===== config.mk =====
export PLATFORM = sky130hd
export DESIGN_NAME = halt_dispatch
export DESIGN_NICKNAME = d
export VERILOG_FILES = /design/src/rtl/halt_pkg.sv /design/src/rtl/halt_target_regs.sv /design/src/rtl/halt_panel_front.sv /design/src/rtl/halt_host_decode.sv /design/src/rtl/halt_dispatch.sv
export SDC_FILE = /design/constraint.sdc
export NUM_CORES = 1
export LEC_CHECK = 0
export BUFFER_PORTS_ARGS = -buffer_cell sky130_fd_sc_hd__buf_2
export CAP_MARGIN = 10
export CORE_UTILIZATION = 26
export DETAILED_ROUTE_END_ITERATION = 10
export MAX_ROUTING_LAYER = met4
export PLACE_DENSITY_LB_ADDON = 0.25
export REMOVE_ABC_BUFFERS = 1
export SLEW_MARGIN = 20
export SYNTH_ARGS = -nofsm -noshare
export SYNTH_HDL_FRONTEND = slang
export SYNTH_SLANG_ARGS = --single-unit

===== constraint.sdc =====
create_clock -name clk -period 4 [get_ports clk]
set_input_delay 0.8 -clock clk [delete_from_list [all_inputs] [get_ports clk]]
set_output_delay 0.8 -clock clk [all_outputs]
set_load 0.02 [all_outputs]

===== src/rtl/halt_pkg.sv =====
// Package: shared command codes for the stop dispatcher.
// Assumes host commands are single bytes; all other bytes are no-ops.
package halt_pkg;
    localparam logic [7:0] CMD_ABORT_ALL = 8'h01;
    localparam logic [7:0] CMD_KILL_ALL  = 8'h0B;
    localparam logic [7:0] CMD_HOLD_ALL  = 8'h0F;
    localparam logic [7:0] CMD_QUIT_ALL  = 8'h11;
    localparam logic [7:0] CMD_ABORT_ONE = 8'h41;
    localparam logic [7:0] CMD_HOLD_ONE  = 8'h48;
    localparam logic [7:0] CMD_KILL_ONE  = 8'h4B;
    localparam logic [7:0] CMD_QUIT_ONE  = 8'h51;

    // Decoded host request, one flag per action and reach
    typedef struct packed {
        logic abort_all;
        logic abort_one;
        logic hold_all;
        logic hold_one;
        logic quit_all;
        logic quit_one;
        logic kill_all;
        logic kill_one;
    } host_req_t;
endpackage


===== src/rtl/halt_target_regs.sv =====
// Module: addressed group and addressed motor registers.
// Loads with out-of-range values are dropped so the targets stay legal.
// Assumes groups are numbered from 1 and motors from 0.
module halt_target_regs #(
    parameter int NG = 8,
    parameter int NM = 8,
    localparam int GW = $clog2(NG + 1),
    localparam int MW = (NM > 1) ? $clog2(NM) : 1
) (
    input  logic          clk,
    input  logic          rst_n,
    input  logic          grp_we,
    input  logic [GW-1:0] grp_val,
    input  logic          mtr_we,
    input  logic [MW-1:0] mtr_val,
    output logic [GW-1:0] grp_q,
    output logic [MW-1:0] mtr_q
);
    logic grp_ok;
    logic mtr_ok;

    // Range checks on the incoming load values
    assign grp_ok = (grp_val >= GW'(1)) && (grp_val <= GW'(NG));
    assign mtr_ok = ({1'b0, mtr_val} < (MW+1)'(NM));

    // Hold or update the addressed group
    always_ff @(posedge clk) begin
        if (!rst_n)
            grp_q <= GW'(1);
        else if (grp_we && grp_ok)
            grp_q <= grp_val;
    end

    // Hold or update the addressed motor
    always_ff @(posedge clk) begin
        if (!rst_n)
            mtr_q <= '0;
        else if (mtr_we && mtr_ok)
            mtr_q <= mtr_val;
    end

    p_grp_range_r10: assert property (@(posedge clk) disable iff (!rst_n)
        (grp_q >= GW'(1)) && (grp_q <= GW'(NG)))
        else $error("addressed group out of range");

    p_bad_load_kept_r10: assert property (@(posedge clk) disable iff (!rst_n)
        (grp_we && !((grp_val >= GW'(1)) && (grp_val <= GW'(NG)))) |=> $stable(grp_q))
        else $error("illegal group load changed target");
endmodule


===== src/rtl/halt_panel_front.sv =====
// Module: panel request front end. Detects rising edges on the abort and
// hold lines and steers a one-cycle strobe to the group named by the
// inverted selector. Assumes the panel lines are already synchronous.
module halt_panel_front #(
    parameter int NG = 8,
    localparam int GW = $clog2(NG + 1)
) (
    input  logic          clk,
    input  logic          rst_n,
    input  logic          abort_line,
    input  logic          hold_line,
    input  logic [GW-1:0] sel_n,
    output logic [NG-1:0] abort_vec,
    output logic [NG-1:0] hold_vec
);
    logic [GW-1:0] sel;
    logic [NG-1:0] grp_dec;
    logic          abort_prev;
    logic          hold_prev;

    assign sel = ~sel_n;

    // One-hot decode of the selector; 0 and values above NG select nothing
    for (genvar g = 0; g < NG; g++) begin : g_dec
        assign grp_dec[g] = (sel == GW'(g + 1));
    end

    // Remember the previous line levels for edge detection
    always_ff @(posedge clk) begin
        if (!rst_n) begin
            abort_prev <= 1'b0;
            hold_prev  <= 1'b0;
        end else begin
            abort_prev <= abort_line;
            hold_prev  <= hold_line;
        end
    end

    // Register the steered strobes
    always_ff @(posedge clk) begin
        if (!rst_n) begin
            abort_vec <= '0;
            hold_vec  <= '0;
        end else begin
            abort_vec <= (abort_line && !abort_prev) ? grp_dec : '0;
            hold_vec  <= (hold_line  && !hold_prev)  ? grp_dec : '0;
        end
    end

    p_one_group_r2: assert property (@(posedge clk) disable iff (!rst_n)
        $onehot0(abort_vec) && $onehot0(hold_vec))
        else $error("panel strobe reached several groups");

    p_single_strobe_r3: assert property (@(posedge clk) disable iff (!rst_n)
        (|abort_vec) |=> !(|abort_vec))
        else $error("panel abort strobe longer than a cycle");

    p_hold_single_r3: assert property (@(posedge clk) disable iff (!rst_n)
        (|hold_vec) |=> !(|hold_vec))
        else $error("panel hold strobe longer than a cycle");
endmodule


===== src/rtl/halt_host_decode.sv =====
// Module: host byte decoder. Maps each command byte to a registered
// strobe on the group or motor vectors. It refuses an in-program kill
// whose target motor sits in the issuing group. Assumes one byte per
// valid cycle and a motor map of GW bits per motor.
module halt_host_decode
    import halt_pkg::*;
#(
    parameter int NG = 8,
    parameter int NM = 8,
    localparam int GW = $clog2(NG + 1),
    localparam int MW = (NM > 1) ? $clog2(NM) : 1
) (
    input  logic             clk,
    input  logic             rst_n,
    input  logic             cmd_valid,
    input  logic [7:0]       cmd_byte,
    input  logic             cmd_in_prog,
    input  logic [GW-1:0]    cmd_prog_grp,
    input  logic [GW-1:0]    tgt_grp,
    input  logic [MW-1:0]    tgt_mtr,
    input  logic [NM*GW-1:0] mtr_grp_map,
    output logic [NG-1:0]    abort_vec,
    output logic [NG-1:0]    hold_vec,
    output logic [NG-1:0]    quit_vec,
    output logic [NM-1:0]    kill_vec,
    output logic             reject
);
    host_req_t     req;
    logic [NG-1:0] tgt_grp_vec;
    logic [NM-1:0] tgt_mtr_vec;
    logic [GW-1:0] tgt_mtr_grp;
    logic          kill_refused;

    // Translate the byte into a request flag set
    always_comb begin
        req = '0;
        if (cmd_valid) begin
            case (cmd_byte)
                CMD_ABORT_ALL: req.abort_all = 1'b1;
                CMD_ABORT_ONE: req.abort_one = 1'b1;
                CMD_HOLD_ALL:  req.hold_all  = 1'b1;
                CMD_HOLD_ONE:  req.hold_one  = 1'b1;
                CMD_QUIT_ALL:  req.quit_all  = 1'b1;
                CMD_QUIT_ONE:  req.quit_one  = 1'b1;
                CMD_KILL_ALL:  req.kill_all  = 1'b1;
                CMD_KILL_ONE:  req.kill_one  = 1'b1;
                default:       req = '0;
            endcase
        end
    end

    // One-hot of the addressed group
    for (genvar g = 0; g < NG; g++) begin : g_tgt
        assign tgt_grp_vec[g] = (tgt_grp == GW'(g + 1));
    end

    // One-hot of the addressed motor
    always_comb begin
        tgt_mtr_vec = '0;
        tgt_mtr_vec[tgt_mtr] = 1'b1;
    end

    // Group of the addressed motor and the in-program refusal test
    assign tgt_mtr_grp  = mtr_grp_map[tgt_mtr*GW +: GW];
    assign kill_refused = req.kill_one && cmd_in_prog && (tgt_mtr_grp == cmd_prog_grp);

    // Register the strobes
    always_ff @(posedge clk) begin
        if (!rst_n) begin
            abort_vec <= '0;
            hold_vec  <= '0;
            quit_vec  <= '0;
            kill_vec  <= '0;
            reject    <= 1'b0;
        end else begin
            abort_vec <= req.abort_all ? '1 : (req.abort_one ? tgt_grp_vec : '0);
            hold_vec  <= req.hold_all  ? '1 : (req.hold_one  ? tgt_grp_vec : '0);
            quit_vec  <= req.quit_all  ? '1 : (req.quit_one  ? tgt_grp_vec : '0);
            kill_vec  <= req.kill_all  ? '1 :
                         ((req.kill_one && !kill_refused) ? tgt_mtr_vec : '0);
            reject    <= kill_refused;
        end
    end

    p_quiet_r9: assert property (@(posedge clk) disable iff (!rst_n)
        !cmd_valid |=> (abort_vec == '0 && hold_vec == '0 && quit_vec == '0
                        && kill_vec == '0 && !reject))
        else $error("output without a valid byte");

    p_reject_cause_r8: assert property (@(posedge clk) disable iff (!rst_n)
        reject |-> $past(cmd_valid && cmd_byte == CMD_KILL_ONE && cmd_in_prog))
        else $error("reject without an in-program kill");

    p_reject_no_kill_r8: assert property (@(posedge clk) disable iff (!rst_n)
        reject |-> (kill_vec == '0))
        else $error("refused kill still strobed");
endmodule


===== src/rtl/halt_dispatch.sv =====
// Module: stop command dispatcher top. Merges panel and host stop
// requests into per-group abort, hold and quit strobes and per-motor
// kill strobes, all one cycle after the request.
// Assumes all inputs are synchronous to clk.
module halt_dispatch #(
    parameter int NG = 8,
    parameter int NM = 8,
    localparam int GW = $clog2(NG + 1),
    localparam int MW = (NM > 1) ? $clog2(NM) : 1
) (
    input  logic             clk,
    input  logic             rst_n,
    input  logic             pnl_abort,
    input  logic             pnl_hold,
    input  logic [GW-1:0]    pnl_sel_n,
    input  logic             cmd_valid,
    input  logic [7:0]       cmd_byte,
    input  logic             cmd_in_prog,
    input  logic [GW-1:0]    cmd_prog_grp,
    input  logic             tgt_grp_we,
    input  logic [GW-1:0]    tgt_grp_val,
    input  logic             tgt_mtr_we,
    input  logic [MW-1:0]    tgt_mtr_val,
    input  logic [NM*GW-1:0] mtr_grp_map,
    output logic [NG-1:0]    abort_o,
    output logic [NG-1:0]    hold_o,
    output logic [NG-1:0]    quit_o,
    output logic [NM-1:0]    kill_o,
    output logic             reject_o
);
    logic [GW-1:0] tgt_grp;
    logic [MW-1:0] tgt_mtr;
    logic [NG-1:0] pnl_abort_vec, pnl_hold_vec;
    logic [NG-1:0] host_abort_vec, host_hold_vec, host_quit_vec;

    halt_target_regs #(.NG(NG), .NM(NM)) u_tgt (
        .clk(clk), .rst_n(rst_n),
        .grp_we(tgt_grp_we), .grp_val(tgt_grp_val),
        .mtr_we(tgt_mtr_we), .mtr_val(tgt_mtr_val),
        .grp_q(tgt_grp), .mtr_q(tgt_mtr)
    );

    halt_panel_front #(.NG(NG)) u_pnl (
        .clk(clk), .rst_n(rst_n),
        .abort_line(pnl_abort), .hold_line(pnl_hold), .sel_n(pnl_sel_n),
        .abort_vec(pnl_abort_vec), .hold_vec(pnl_hold_vec)
    );

    halt_host_decode #(.NG(NG), .NM(NM)) u_host (
        .clk(clk), .rst_n(rst_n),
        .cmd_valid(cmd_valid), .cmd_byte(cmd_byte),
        .cmd_in_prog(cmd_in_prog), .cmd_prog_grp(cmd_prog_grp),
        .tgt_grp(tgt_grp), .tgt_mtr(tgt_mtr), .mtr_grp_map(mtr_grp_map),
        .abort_vec(host_abort_vec), .hold_vec(host_hold_vec),
        .quit_vec(host_quit_vec), .kill_vec(kill_o), .reject(reject_o)
    );

    // Merge the two request sources
    assign abort_o = pnl_abort_vec | host_abort_vec;
    assign hold_o  = pnl_hold_vec  | host_hold_vec;
    assign quit_o  = host_quit_vec;

    p_merge_r11: assert property (@(posedge clk) disable iff (!rst_n)
        ((pnl_abort_vec & abort_o) == pnl_abort_vec) && ((host_abort_vec & abort_o) == host_abort_vec))
        else $error("a merged abort source was lost");
endmodule


==> impl_metrics.yaml <==
timing:
  holdWs_ns: 0.423
  clock_skew_ns: 0.00736
  slew_violations: 0
  finalSetupViolCount: 0
  period_needed_ns: 2.71
  finalCritPeriodShare_pct: 67.9
  finalSetupTns_ns: 0
  finalHoldViolCount: 0
  worst_pin_slew_ns: 0.943
  max_freq_ghz: 0.368
  slew_headroom_pct: 37.0
  rsz0062_at_grt: "false"
synth:
  yosys_warnings: 0
  synth_area_leaders: "dfxtp_1, a21boi_0, mux2i_1, nand2_1, or2_2"
  yosysUniqueCellTypes: 35
  synth_area_leader_cell: "dfxtp_1"
  synth_edf_count: 0
  syn_inst: 265
  synth_most_common_cell: "dfxtp_1"
  syn_area_per_cell_um2: 9.31
  synth_commonest_cells: "dfxtp_1, nand2_1, a21boi_0, nor2_1, or2_2"
  synth_ff_type: "dfxtp_1"
  seq_area_frac_synth_pct: 47.1
  synth_area_mm2: 0.00247
  ys_ff_latch: 58
  async_flop_share_pct: 0
  synth_top_cell_area_share_pct: 47.1
flow_run:
  cap_viol_max_count: 0
placement:
  io_buffers: 95
  gp_congestion: 0.804
  hpwl_um: 4790
critical_path:
  cp_data_required_time_ns: 4.22
  reg2reg_to: "u_host.kill_vec[4]"
  cpPeakStageDelay_ns: 0.94
  r2r_cells: 5
  crit_fanout: 20
  path_cells: "mux4_2, mux2i_1, xnor2_1, or4_4, a41o_1"
  cp_data_arrival_time_ns: 2.94
  worstSetupEndpointType: "flop"
  r2r_slack_ns: 1.29
  critPathKind: "flop to flop"
  critPathSlowestCell: "dfxtp_1"
  worst_setup_path_start_kind: "flop"
  r2r_start: "u_tgt.mtr_q[0]"
final_layout:
  final_nets: 421
  diodes: 0
  n_fill_cell: 975
  drive_gt1_share_pct: 36.7
  area_delta_synth_final_pct: 30.3
cts:
  clock-sinks: 58
  cts_buffers: 9
  clk-insertion-delay-late_ns: 0.33
  cts.clk_slew.worst_paths_ns: 0.07
  clockRootBuffer: "clkbuf_8"
  clockBufferDepth: 2
  cts_max_level: 3
  cts_hold_buffers: 0
  cts_tree: "built"
  cts_resized: 0
  post_cts_buffers: 0
hold_path:
  min_path_cells: 1
  min_to: "u_pnl.abort_vec[7]"
  worstHoldStart: "u_pnl.abort_prev"
  hp-class: "flop to flop"
floorplanning:
  initial_core_util_pct: 26.8
  die_y_um: 99.4
  die_area_mm2: 0.00988
  std_cell_rows: 35
  core_mm2: 0.00920
  die_w_um: 99.4
  io_pins: 96
power:
  irDropWorstVdd_mv: 0.200
  p_leak_nw: 1.47
  power_density_mw_per_mm2: 383
routing:
  first_pass_iters: 4
  routedWlPerCell_um: 12.8
  routed_via_density: 4.52
  vias: 2140
  wl_um: 6050
  drtIter0Drc: 49
  ant_nets: 0
  drc: 0
grt:
  use_met3_pct: 4.36
  grt_max_degree: 38
  antenna_found_initial: 0
  top_usage_layer: "met2"
  grt_use_met2_pct: 22.5
  grt_pass1_vias: 2164
  grt_pass1_wl_um: 9750
  grt_use_total_pct: 13.2
  grtUsageMet1_pct: 14.3
  overflow: 0
outcome:
  status: "finished clean"
## final cells by class
class | count | area [um^2] | share of cell area, %
Sequential cell | 58 | 1160 | 36.1
Inverter | 5 | 18.8 | 0.584
Timing Repair Buffer | 95 | 475 | 14.8
Multi-Input combinational cell | 189 | 1230 | 38.2
Clock inverter | 5 | 55.1 | 1.71
Tap cell | 111 | 139 | 4.32
Clock buffer | 10 | 138 | 4.28
## worst max path at each step
stage	start	to	slack (ns)	depth (start not counted)
2_1_floorplan	u_tgt.mtr_q[0]	u_host.kill_vec[0]	1.49	5
3_3_place_gp	u_tgt.mtr_q[0]	u_host.kill_vec[4]	1.33	5
3_5_place_dp	u_tgt.mtr_q[0]	u_host.kill_vec[4]	1.30	5
4_1_cts	u_tgt.mtr_q[0]	u_host.kill_vec[4]	1.28	5
5_1_grt	u_tgt.mtr_q[0]	u_host.kill_vec[6]	1.10	5
6_report	u_tgt.mtr_q[0]	u_host.kill_vec[4]	1.29	5
## per-stage QoR
step	power [mW]	worst slack (ns)	instance area, um^2	utilization (%)	cells
2_1_floorplan	0.666	1.49	2410	-	252
6_report	1.23	1.29	3220	35.0	473
3_5_place_dp	0.721	1.30	3020	32.9	458
5_1_grt	1.29	1.10	3220	35.0	473
3_3_place_gp	0.719	1.33	3020	32.9	458
4_1_cts	1.25	1.28	3220	35.0	473
## layer usage
layer / share of wire [%] / routed length, um
met2: 48 / 2890
met5: 0 / 0
met4: 1.2 / 74
met3: 6.6 / 401
met1: 44 / 2680
## power by group
part	total [mW]	internal (mW)	switching, mW
clock	0.524	0.298	0.225
sequential	0.596	0.584	0.0118
combinational	0.112	0.0588	0.0527
total	1.23	0.941	0.290
## flip-flops by register name (all words and copies together), names as in the netlist
signal and cells:
u_host.abort_vec 8, u_pnl.abort_prev 1, u_tgt.mtr_q 3, u_host.hold_vec 8, u_host.quit_vec 8, u_host.kill_vec 8
u_tgt.grp_q 4, u_host.reject 1, u_pnl.hold_vec 8, u_pnl.abort_vec 8, u_pnl.hold_prev 1
## kinds of logic (layout without fill, tap and decap cells)
logic type / after synthesis / in the layout / synth area share [%]
AND/OR/NAND/NOR: 122 / 122 / 25.1
flip-flops: 58 / 58 / 47.1
AO/OA/AOI/OAI: 40 / 40 / 11.9
multiplexers: 22 / 22 / 11.1
buffers and inverters: 18 / 115 / 3.14
XOR/XNOR: 5 / 5 / 1.78
## cell usage in the layout (no fill, tap or decap), types with 3 or more instances in the layout
cell type and instances:
or2_2 17, xnor2_1 3, nor2b_1 7, nand3_1 7, nor3_1 11, clkbuf_8 10, inv_1 5, a21boi_0 24
mux2i_1 16, nor2_1 20, o21ai_0 4, nor4b_1 3, dfxtp_1 58, buf_2 95, nand2b_1 6, and3_1 5
o41ai_1 4, mux4_2 4, nand2_1 38
## worst max-delay path, delay by kind of cell, from the launching register on
family | cells | cell delay [ns]
xor gates and xnor gates | 1 | 0.12
AOI/OAI and AO/OA | 1 | 0.24
and+or+nand+nor | 1 | 0.54
muxes | 2 | 0.77
DFF | 1 | 0.94
Note: power is estimated with default switching activity, not from simulation.
